`config.mk`:
```
export PLATFORM = sky130hd
export DESIGN_NAME = sync_ser_tx
export DESIGN_NICKNAME = d
export VERILOG_FILES = /design/src/rtl/sst_pkg.sv /design/src/rtl/sst_clkgen.sv /design/src/rtl/sst_holdreg.sv /design/src/rtl/sst_shifter.sv /design/src/rtl/sync_ser_tx.sv
export SDC_FILE = /design/constraint.sdc
export NUM_CORES = 1
export LEC_CHECK = 0
export ABC_AREA = 1
export BUFFER_PORTS_ARGS = -buffer_cell sky130_fd_sc_hd__buf_4
export CAP_MARGIN = 20
export CORE_MARGIN = 3
export CORE_UTILIZATION = 59
export CTS_CLUSTER_SIZE = 20
export DETAILED_ROUTE_END_ITERATION = 12
export GPL_TIMING_DRIVEN = 0
export PLACE_DENSITY = 0.83
export SLEW_MARGIN = 20
export SYNTH_ARGS = -nofsm -noshare
export SYNTH_HDL_FRONTEND = slang
export SYNTH_HIERARCHICAL = 1
export SYNTH_SLANG_ARGS = --single-unit
```
`constraint.sdc`:
```
create_clock -name clk -period 2.5 [get_ports clk]
set_clock_uncertainty 0.1 [all_clocks]
set_input_delay 0.125 -clock clk [delete_from_list [all_inputs] [get_ports clk]]
set_output_delay 0.125 -clock clk [all_outputs]
set_load 0.02 [all_outputs]
```
`src/rtl/sst_pkg.sv`:
```
package sst_pkg;

   // serial clock events seen by the shifter, one system cycle wide
   typedef struct packed {
      logic fall;
      logic rise;
   } sck_evt_t;

   // receiver error input bit positions
   localparam int unsigned ERR_OVR = 2;
   localparam int unsigned ERR_FRM = 1;
   localparam int unsigned ERR_PAR = 0;
   localparam int unsigned ERR_W   = 3;

endpackage

```
`src/rtl/sst_clkgen.sv`:
```
module sst_clkgen
   import sst_pkg::*;
#(
   parameter int unsigned DIV_HALF    = 4,
   parameter int unsigned SYNC_STAGES = 2
) (
   input  logic     clk,
   input  logic     rst_n,
   input  logic     run,
   input  logic     ext_sel,
   input  logic     sck_in,
   output sck_evt_t evt,
   output logic     sck_int
);

   localparam int unsigned CNT_W = (DIV_HALF > 1) ? $clog2(DIV_HALF) : 1;

   if (SYNC_STAGES < 2) begin : g_bad_sync
      $error("SYNC_STAGES must be at least 2");
   end
   if (DIV_HALF < 1) begin : g_bad_div
      $error("DIV_HALF must be at least 1");
   end

   // external clock path: synchronizer chain plus edge detector
   logic [SYNC_STAGES-1:0] sync_q;
   logic                   sync_prev;
   logic                   ext_fall, ext_rise;

   always_ff @(posedge clk) begin
      if (!rst_n) begin
         sync_q    <= '1;
         sync_prev <= 1'b1;
      end else begin
         sync_q    <= {sync_q[SYNC_STAGES-2:0], sck_in};
         sync_prev <= sync_q[SYNC_STAGES-1];
      end
   end

   assign ext_fall = sync_prev & ~sync_q[SYNC_STAGES-1];
   assign ext_rise = ~sync_prev & sync_q[SYNC_STAGES-1];

   // internal clock path: phase tick from a divider
   logic tick;

   if (DIV_HALF == 1) begin : g_div_bypass
      assign tick = run;
   end else begin : g_div_count
      logic [CNT_W-1:0] cnt;
      always_ff @(posedge clk) begin
         if (!rst_n || !run)                   cnt <= '0;
         else if (cnt == CNT_W'(DIV_HALF - 1)) cnt <= '0;
         else                                  cnt <= cnt + 1'b1;
      end
      assign tick = run && (cnt == CNT_W'(DIV_HALF - 1));
   end

   always_ff @(posedge clk) begin
      if (!rst_n || !run) sck_int <= 1'b1;
      else if (tick)      sck_int <= ~sck_int;
   end

   always_comb begin
      if (ext_sel) begin
         evt.fall = ext_fall;
         evt.rise = ext_rise;
      end else begin
         evt.fall = tick &  sck_int;
         evt.rise = tick & ~sck_int;
      end
   end

endmodule

```
`src/rtl/sst_holdreg.sv`:
```
module sst_holdreg #(
   parameter int unsigned DATA_W = 8
) (
   input  logic              clk,
   input  logic              rst_n,
   input  logic              wr_en,
   input  logic [DATA_W-1:0] wr_data,
   input  logic              load,
   input  logic              end_set,
   input  logic              ie_empty,
   input  logic              ie_done,
   output logic [DATA_W-1:0] hold_q,
   output logic              empty,
   output logic              done,
   output logic              irq_empty,
   output logic              irq_done
);

   always_ff @(posedge clk) begin
      if (!rst_n) begin
         hold_q <= '0;
         empty  <= 1'b1;
         done   <= 1'b1;
      end else begin
         if (wr_en) hold_q <= wr_data;
         // a write wins over a copy in the same cycle: it is a fresh byte
         if (wr_en)     empty <= 1'b0;
         else if (load) empty <= 1'b1;
         if (wr_en)        done <= 1'b0;
         else if (end_set) done <= 1'b1;
      end
   end

   assign irq_empty = ie_empty & empty;
   assign irq_done  = ie_done  & done;

endmodule

```
`src/rtl/sst_shifter.sv`:
```
module sst_shifter
   import sst_pkg::*;
#(
   parameter int unsigned DATA_W = 8
) (
   input  logic              clk,
   input  logic              rst_n,
   input  sck_evt_t          evt,
   input  logic [DATA_W-1:0] hold_q,
   input  logic              load_ok,
   output logic              load,
   output logic              end_set,
   output logic              busy,
   output logic              txd
);

   localparam int unsigned IDX_W = (DATA_W > 1) ? $clog2(DATA_W) : 1;
   localparam logic [IDX_W-1:0] LAST_IDX = IDX_W'(DATA_W - 1);

   logic [DATA_W-1:0] sr;
   logic [IDX_W-1:0]  idx;
   logic              last;
   logic              put_bit, at_last;

   assign put_bit = busy && evt.fall && !last;
   assign at_last = put_bit && (idx == LAST_IDX);
   assign load    = (!busy && load_ok) || (at_last && load_ok);
   assign end_set = at_last && !load_ok;

   always_ff @(posedge clk) begin
      if (!rst_n) begin
         sr   <= '0;
         idx  <= '0;
         last <= 1'b0;
         busy <= 1'b0;
         txd  <= 1'b1;
      end else if (!busy) begin
         if (load_ok) begin
            sr   <= hold_q;
            idx  <= '0;
            last <= 1'b0;
            busy <= 1'b1;
         end
      end else begin
         if (put_bit) begin
            txd <= sr[0];
            if (idx == LAST_IDX) begin
               idx <= '0;
               if (load_ok) sr <= hold_q;
               else begin
                  sr   <= sr >> 1;
                  last <= 1'b1;
               end
            end else begin
               idx <= idx + 1'b1;
               sr  <= sr >> 1;
            end
         end
         if (evt.rise && last) busy <= 1'b0;
      end
   end

endmodule

```
`src/rtl/sync_ser_tx.sv`:
```
module sync_ser_tx
   import sst_pkg::*;
#(
   parameter int unsigned DATA_W      = 8,
   parameter int unsigned DIV_HALF    = 4,
   parameter int unsigned SYNC_STAGES = 2
) (
   input  logic              clk,
   input  logic              rst_n,
   input  logic              wr_en,
   input  logic [DATA_W-1:0] wr_data,
   input  logic              ie_empty,
   input  logic              ie_done,
   input  logic              ext_sck_sel,
   input  logic              sck_i,
   input  logic [2:0]        rx_err,
   output logic              sck_o,
   output logic              txd,
   output logic              hold_empty,
   output logic              tx_done,
   output logic              irq_empty,
   output logic              irq_done
);

   if (DATA_W < 2) begin : g_bad_width
      $error("DATA_W must be at least 2");
   end

   sck_evt_t          evt;
   logic              sck_int;
   logic              busy, load, end_set, load_ok;
   logic [DATA_W-1:0] hold_q;

   assign load_ok = !hold_empty && !(|rx_err);

   sst_clkgen #(.DIV_HALF(DIV_HALF), .SYNC_STAGES(SYNC_STAGES)) u_clkgen (
      .clk     (clk),
      .rst_n   (rst_n),
      .run     (busy && !ext_sck_sel),
      .ext_sel (ext_sck_sel),
      .sck_in  (sck_i),
      .evt     (evt),
      .sck_int (sck_int)
   );

   sst_holdreg #(.DATA_W(DATA_W)) u_hold (
      .clk       (clk),
      .rst_n     (rst_n),
      .wr_en     (wr_en),
      .wr_data   (wr_data),
      .load      (load),
      .end_set   (end_set),
      .ie_empty  (ie_empty),
      .ie_done   (ie_done),
      .hold_q    (hold_q),
      .empty     (hold_empty),
      .done      (tx_done),
      .irq_empty (irq_empty),
      .irq_done  (irq_done)
   );

   sst_shifter #(.DATA_W(DATA_W)) u_shift (
      .clk     (clk),
      .rst_n   (rst_n),
      .evt     (evt),
      .hold_q  (hold_q),
      .load_ok (load_ok),
      .load    (load),
      .end_set (end_set),
      .busy    (busy),
      .txd     (txd)
   );

   assign sck_o = ext_sck_sel ? 1'b1 : sck_int;

endmodule

```
Word level (Yosys, flattened, before mapping). Cells that the tools add are included.

Bitwise gates (word level): 9. Reduce and logical (&&, ||, !) cells: 28. $add $sub $neg: 2. Mux-type cells: 23. Eq/ne operators: 5.

Operators with widths (count): $mux 8 (5); $mux 1 (13); $mux 3 (4); $logic_and 1x1->1 (10); $logic_not 1->1 (8); $and 1x1->1 (6); $ne 2x2->1 const B (3); $reduce_bool 2->1 (3); $reduce_and 2->1 (2); $reduce_and 4->1 (1); $add 3x1->3 const B (1); $eq 3x3->1 const B (1); $not 1->1 (3); $reduce_or 3->1 (1); $add 2x1->2 const B (1); $eq 2x2->1 const B (1); $logic_or 1x1->1 (2); $mux 2 (1); $reduce_or 2->1 (1).

Bits in registers: 30. Input bits: 18. Logic and storage cells: 79. Output and inout port bits: 6.

Longest topological paths before layout. Gate-level depths: netlist of the first run.

Depth after elaboration: 12. Gate-level depth with buffers: 10. Gate-level depth less buffers: 9.

Hierarchy. The synthesis of the first run kept the hierarchy.

Modules (own cells, without submodules): sst_shifter (area each 834.6 um2, sequential area each 280.3 um2, cells each 114, instances 1); sst_holdreg (area each 429.2 um2, sequential area each 200.2 um2, cells each 62, instances 1); sst_clkgen (area each 227.7 um2, sequential area each 120.1 um2, cells each 30, instances 1); sync_ser_tx (area each 40.0 um2, sequential area each 0.0 um2, cells each 10, instances 1).

Least setup slack after synthesis of the first run. No wires, ideal clock.

Path kind: flip-flop to flip-flop. Start point: register u_clkgen.g_div_count.cnt[0]. End point: register u_hold.empty. Cell stages (with the launch flop): 9. Setup time: 0.058 ns. Path slack: 0.935 ns. Required time: 2.342 ns. Path buffers: 1. Data arrival time: 1.407 ns. Cell sequence: dfxtp_1 > ha_1 > nand2_1 > o21ai_0 > nand3_2 > buf_6 > o21ai_0 > o21ai_0 > nand2_1.

RTL lines: start: declaration (RTL line sst_clkgen.sv:49) `logic [CNT_W-1:0] cnt;`; start signal: assignment (RTL line sst_clkgen.sv:53) `else cnt <= cnt + 1'b1;`; end signal: assignment (RTL line sst_holdreg.sv:22) `empty <= 1'b1;`; end signal: assignment (RTL line sst_holdreg.sv:27) `if (wr_en) empty <= 1'b0;`; end signal: assignment (RTL line sst_holdreg.sv:28) `else if (load) empty <= 1'b1;`; end: declaration (RTL line sst_holdreg.sv:13) `output logic empty,`.

==> results of run 1 <==
final timing paths:
check	startpoint	cells after the start	endpoint
max	u_clkgen/g_div_count.cnt[0]$_SDFF_PP0_	8	u_hold/empty$_SDFFE_PN1P_
min reg2reg	u_clkgen/sync_q[0]$_SDFF_PN1_	2	u_clkgen/sync_q[1]$_SDFF_PN1_
max reg2reg	u_clkgen/g_div_count.cnt[0]$_SDFF_PP0_	8	u_hold/empty$_SDFFE_PN1P_
min	wr_data[1]	5	u_hold/hold_q[1]$_SDFFE_PN0P_
worst max-delay path: stages (launching register included):
cell and delay, ns:
dfxtp_1 0.35, ha_1 0.21, nand2_1 0.09, o21ai_0 0.31, nand3_2 0.21, buf_6 0.20
o21ai_0 0.17, o21ai_0 0.10, nand2_1 0.06
routing by layer:
| metal | track usage | routed length [um] | up-vias |
|---|---|---|---|
| li1 | - | - | 735 |
| met1 | 0.277 | 1580 | 642 |
| met2 | 0.403 | 1620 | 42 |
| met5 | 0 | 0 | - |
| met4 | 0.113 | 41 | 0 |
| met3 | 0.0566 | 210 | 7 |
layout make-up:
type                       count  area, sq um  share of cell area
multi-input combinational    148          706               0.373
inverter                      28          108              0.0568
tap                           28         35.0              0.0185
timing repair buffer          33          275               0.145
sequential                    30          601               0.317
buffer                        10          118              0.0621
clock buffer                   6         51.3              0.0271
cell usage after synthesis, drive strengths merged:
master / number / area (sq um)
o21ai: 4 / 20.0
or2: 1 / 6.26
o211ai: 1 / 7.51
dfxtp: 30 / 601
ha: 4 / 50.1
clkbuf: 2 / 27.5
nor3b: 1 / 7.51
inv: 28 / 108
nand3: 15 / 80.1
buf: 8 / 90.1
nand2: 63 / 256
a21oi: 5 / 25.0
nor2: 40 / 150
nor3: 1 / 5.00
a21boi: 7 / 52.6
nand3b: 6 / 45.0
cell families (layout without fill, tap and decap cells):
group,after synthesis,in the layout
adder cells (fa/ha/maj),4,4
AO/OA/AOI/OAI,17,17
AND/OR/NAND/NOR,127,127
flip-flops,30,30
buffers and inverters,38,77
registers in the layout, indices dropped and copies added (netlist names):
register,flops
u_clkgen/sync_q,2
u_clkgen/sck_int,1
u_shift/busy,1
u_hold/done,1
u_clkgen/sync_prev,1
u_shift/txd,1
u_shift/last,1
u_shift/idx,3
u_hold/empty,1
u_hold/hold_q,8
u_shift/sr,8
u_clkgen/g_div_count.cnt,2
power by group through the flow:
stage	Sequential [mW]	Clock, mW	Combinational [mW]
after floorplan	0.517	0	0.0690
after global placement	0.516	0	0.108
after detailed placement	0.516	0	0.111
after CTS	0.505	0.286	0.125
after global routing	0.508	0.303	0.144
final	0.505	0.278	0.130
==> qor.csv, run 1 <==
stage;metric;value;unit
outcome;status;complete, no violations;
routing;route.vias.total;1426;
placed_design;dp_slack;0.687;ns
cells_and_area;final_cell_mix;59 x nand2_1, 40 x nor2_1, 30 x dfxtp_1, 27 x inv_1, 23 x buf_4;
die;start_util;0.655;
global_routing;grt_max_degree;11;
die;rows;17;
routing;drt_iter0_drc;47;
global_routing;grtUsageTotal;0.236;
placed_design;hpwl;2180;um
critical_path;crit_type;flip-flop to flip-flop;
power;p_total;914;uW
critical_path;cp_max_fo;10;
logic_synthesis;synthCells;216;
cells_and_area;stdcell_count;283;
critical_path;endpoint_kind;flip-flop;
clocking;cts_buffer_depth;2;
die;pin_count;24;
routing;wl_per_cell;12.2;um
cells_and_area;n_fill_cell;173;
clocking;clock_latency;0.32;ns
power;power.density;483;nW/um^2
cells_and_area;drive_above_1_share;0.173;
clocking;hold_buffers;11;
clocking;cts_tree;built;
placed_design;place_area;1730;sq um
logic_synthesis;yosys-mux-area-fraction;0;
power;internal-power;689;uW
sta;hold_slack;0.0240;ns
clocking;clockRootBuffer;clkbuf_4;
clocking;clkTransAtPathRegs;0.08;ns
cells_and_area;final_common_cell;nand2_1;
sta;final-setup-viol-count;0;
global_routing;antenna_found_initial;0;
logic_synthesis;synth_top_family_by_area;simple AND/OR/NAND/NOR gates;
cells_and_area;nNetsFinal;278;
sta;clock.fmax;538;MHz
cells_and_area;n_antenna_cell;0;
logic_synthesis;ys_warn_count;6;
logic_synthesis;avgSynthCellArea;7.09;sq um
critical_path;start_kind;flip-flop;
die;core_region_area;2340;sq um
critical_path;r2r_slack;0.64;ns
logic_synthesis;synth_cell_types;23;
logic_synthesis;syn_nets;238;
logic_synthesis;seq_area_frac_synth;0.392;
die;chipHeight;57.0;um
power;leakage;0.944;nW
power;sw_frac_of_total;0.245;
clocking;cts_buffers;5;
logic_synthesis;synth_compound_area_frac;0.0686;
logic_synthesis;synthSimpleGateAreaFrac;0.359;
placed_design;portBuffers;22;
power;p_switching;224;uW
sta;finalCritPeriodShare;0.743;
global_routing;grt_pass1_wl;5950;um
global_routing;grt_pass1_vias;1394;
sta;worst_pin_slew;0.438;ns
sta;hold_viol;0;
sta;relSlewSlack;0.707;
routing;drc_errors;0;
critical_path;required;2.67;ns
clocking;postCtsSetupBuffers;0;
flow_run;drv_cap;0;
logic_synthesis;yosys.area_share.adder;0.0327;
placed_design;gp_congestion;0.834;
sta;finalCriticalPeriod;1.86;ns
clocking;htreeDepth;2;
routing;routed_via_density;5.04;
power;power_frac_clock;0.304;
sta;fin_ws;0.641;ns
power;power_frac_comb;0.142;
power;sequentialPowerShare;0.553;
cells_and_area;final_area;1890;sq um
cells_and_area;utilization;0.809;
clocking;clkSinkCount;30;
logic_synthesis;ys_ff_latch;30;
placed_design;dp_cells;266;
die;dieWidth;57.0;um
routing;postRouteAntennaNets;0;
critical_path;arrival;2.03;ns
cells_and_area;areaGrowthSynthToFinish;23.6;%
routing;drtPass1Iterations;5;
global_routing;gr-total-overflow;0;
clocking;cts_resized;0;
sta;slew_violations;0;
routing;wl;3450;um
sta;fin_setup_tns;0;ns
logic_synthesis;synth-xor-area-share;0;
logic_synthesis;syn_area;1530;sq um
die;dieArea;3240;sq um
sta;rsz0062_at_grt;false;
hold_path;hp-class;primary input to flip-flop;
power;ir_drop;0.000494;V
No activity file was read; power rests on OpenSTA's default activity.
==> run 2: changes to the inputs <==
--- a/config.mk
+++ b/config.mk
@@ -9,11 +9,11 @@
 export BUFFER_PORTS_ARGS = -buffer_cell sky130_fd_sc_hd__buf_4
 export CAP_MARGIN = 20
 export CORE_MARGIN = 3
-export CORE_UTILIZATION = 59
+export CORE_UTILIZATION = 55
 export CTS_CLUSTER_SIZE = 20
 export DETAILED_ROUTE_END_ITERATION = 12
 export GPL_TIMING_DRIVEN = 0
-export PLACE_DENSITY = 0.83
+export PLACE_DENSITY = 0.78
 export SLEW_MARGIN = 20
 export SYNTH_ARGS = -nofsm -noshare
 export SYNTH_HDL_FRONTEND = slang
==> constraint.sdc (replaced) <==
create_clock -name clk -period 1.75 [get_ports clk]
set_clock_uncertainty 0.1 [all_clocks]
set_input_delay 0.0875 -clock clk [delete_from_list [all_inputs] [get_ports clk]]
set_output_delay 0.0875 -clock clk [all_outputs]
set_load 0.02 [all_outputs]
==> run 2 against run 1 <==
Net effect:
- worst setup slack worse by 0.51 ns
- via count is 0.91% lower
- global-route usage is 0.38 points lower
- die area is 6.5% higher
==> qor.csv, run 2 (synthesized netlist as in run 1, its figures left out) <==
stage;metric;value;unit
outcome;status;complete, no violations;
routing;drtPass1Iterations;4;
global_routing;grt_max_degree;11;
cells_and_area;nNetsFinal;280;
sta;slew_violations;0;
sta;finalCritPeriodShare;0.927;
routing;postRouteAntennaNets;0;
placed_design;hpwl;2270;um
die;rows;18;
sta;worst_pin_slew;0.258;ns
critical_path;arrival;1.76;ns
sta;hold_viol;0;
critical_path;critPathTopFamily;simple AND/OR/NAND/NOR gates;
die;core_region_area;2570;sq um
critical_path;reg2regPathDepth;9;
clocking;cts_buffer_depth;2;
die;dieArea;3450;sq um
clocking;clock_latency;0.34;ns
cells_and_area;final-seq-area;602;sq um
global_routing;grtUsageTotal;0.232;
routing;drc_errors;0;
clocking;cts_buffers;5;
sta;relSlewSlack;0.826;
placed_design;dp_cells;268;
routing;wl_per_cell;12.2;um
cells_and_area;multi_input_area;719;sq um
clocking;postCtsSetupBuffers;0;
critical_path;r2r-start;u_clkgen/g_div_count.cnt[0]$_SDFF_PP0_;
clocking;clkSinkCount;30;
cells_and_area;drive_above_1_share;0.185;
die;pin_count;24;
routing;routed_via_density;4.89;
critical_path;start_kind;flip-flop;
critical_path;required;1.89;ns
global_routing;gr-total-overflow;0;
critical_path;crit_type;flip-flop to flip-flop;
cells_and_area;n_antenna_cell;0;
placed_design;portBuffers;22;
critical_path;cp_max_fo;10;
cells_and_area;n_fill_cell;200;
critical_path;r2r_end;u_shift/sr[3]$_SDFFE_PN0P_;
power;p_total;1.35;mW
global_routing;grt_pass1_vias;1368;
global_routing;antenna_found_initial;0;
sta;final-setup-viol-count;0;
sta;clock.fmax;616;MHz
clocking;clkTransAtPathRegs;0.09;ns
cells_and_area;areaGrowthSynthToFinish;26.6;%
clocking;cts_tree;built;
critical_path;critical_path.startpoint;u_clkgen/g_div_count.cnt[0]$_SDFF_PP0_;
routing;route.vias.total;1413;
critical_path;max_stage_delay;0.34;ns
critical_path;slowest_stage;dfxtp_1;
power;leakage;0.959;nW
cells_and_area;final_common_cell;nand2_1;
critical_path;r2r_slack;0.13;ns
placed_design;gp_congestion;0.819;
cells_and_area;final_area;1940;sq um
critical_path;critPathCapture;u_shift/sr[3]$_SDFFE_PN0P_;
power;ir_drop;0.000592;V
placed_design;dp_slack;-0.0587;ns
sta;rsz0062_at_grt;false;
clocking;htreeDepth;2;
hold_path;hp-class;primary input to flip-flop;
sta;fin_ws;0.127;ns
power;power.density;695;nW/um^2
flow_run;drv_cap;0;
placed_design;place_area;1730;sq um
cells_and_area;stdcell_count;289;
critical_path;cp_cell_sequence;ha_1, nand2_1, o21ai_2, nand3_4, nand2_4, buf_6, nand2_1, nor2_1, nor2_1;
sta;finalCriticalPeriod;1.62;ns
critical_path;cp.depth;9;
routing;wl;3530;um
critical_path;endpoint_kind;flip-flop;
critical_path;crit_buf_inv;1;
die;dieWidth;58.8;um
die;chipHeight;58.8;um
cells_and_area;final_cell_mix;59 x nand2_1, 39 x nor2_1, 29 x dfxtp_1, 27 x inv_1, 23 x buf_4;
routing;drt_iter0_drc;55;
die;start_util;0.596;
cells_and_area;largestRegisters;u_hold/hold_q (8), u_shift/sr (8), u_shift/idx (3);
clocking;clockRootBuffer;clkbuf_4;
global_routing;grt_pass1_wl;6020;um
[run 2: where the power goes]
group          total (mW)  internal [mW]  switching (mW)
Clock               0.433          0.194           0.239
Sequential          0.723          0.709          0.0145
Combinational       0.191         0.0992          0.0919
[run 2: final cells by class]
class                      instances  area share
inverter                          28      0.0555
clock inverter                     1     0.00258
multi-input combinational        148       0.371
clock buffer                       7      0.0284
timing repair buffer              35       0.152
buffer                            10      0.0606
tap                               30      0.0194
sequential                        30       0.310
[run 2: worst min-delay path by stage]
stage / startpoint / to / slack, ns / cells past startpoint
floorplan: rst_n / u_clkgen/sync_q[0]$_SDFF_PN1_ / 0.06 / 1
global placement: sck_i / u_clkgen/sync_q[0]$_SDFF_PN1_ / 0.16 / 3
detailed placement: sck_i / u_clkgen/sync_q[0]$_SDFF_PN1_ / 0.17 / 3
CTS: rx_err[1] / u_shift/last$_SDFFE_PN0P_ / 0.20 / 7
global route: rx_err[1] / u_shift/last$_SDFFE_PN0P_ / 0.25 / 7
finish: rx_err[1] / u_shift/last$_SDFFE_PN0P_ / 0.18 / 7
[run 2: layer usage]
metal,vias up,wire length (um),global-route usage
met5,-,0,0
li1,747,-,-
met1,620,1580,0.256
met4,0,81,0.100
met3,9,206,0.0833
met2,37,1670,0.399
[run 2: worst min-delay path, stage by stage]
cell,delay [ns]
buf_4,0.07
inv_1,0.03
nand2_1,0.06
nor2_2,0.07
inv_1,0.07
nand3_1,0.07
a21oi_1,0.12
[run 2: what timing repair did]
item	4_1_cts	5_1_grt
cloned	0	0
endpoints found under the hold margin	17	0
hold buffers	13	0
setup endpoints to repair	10	10
pin swaps	0	1
gates resized for setup	1	5
[run 2: per-stage QoR]
step	TNS, ns	hold slack [ns]	utilization
after global routing	0	0.248	0.755
after global placement	-0.0253	0.157	0.675
after floorplan	0	0.0562	-
after CTS	0	0.197	0.750
final	0	0.176	0.755
after detailed placement	-0.154	0.165	0.675
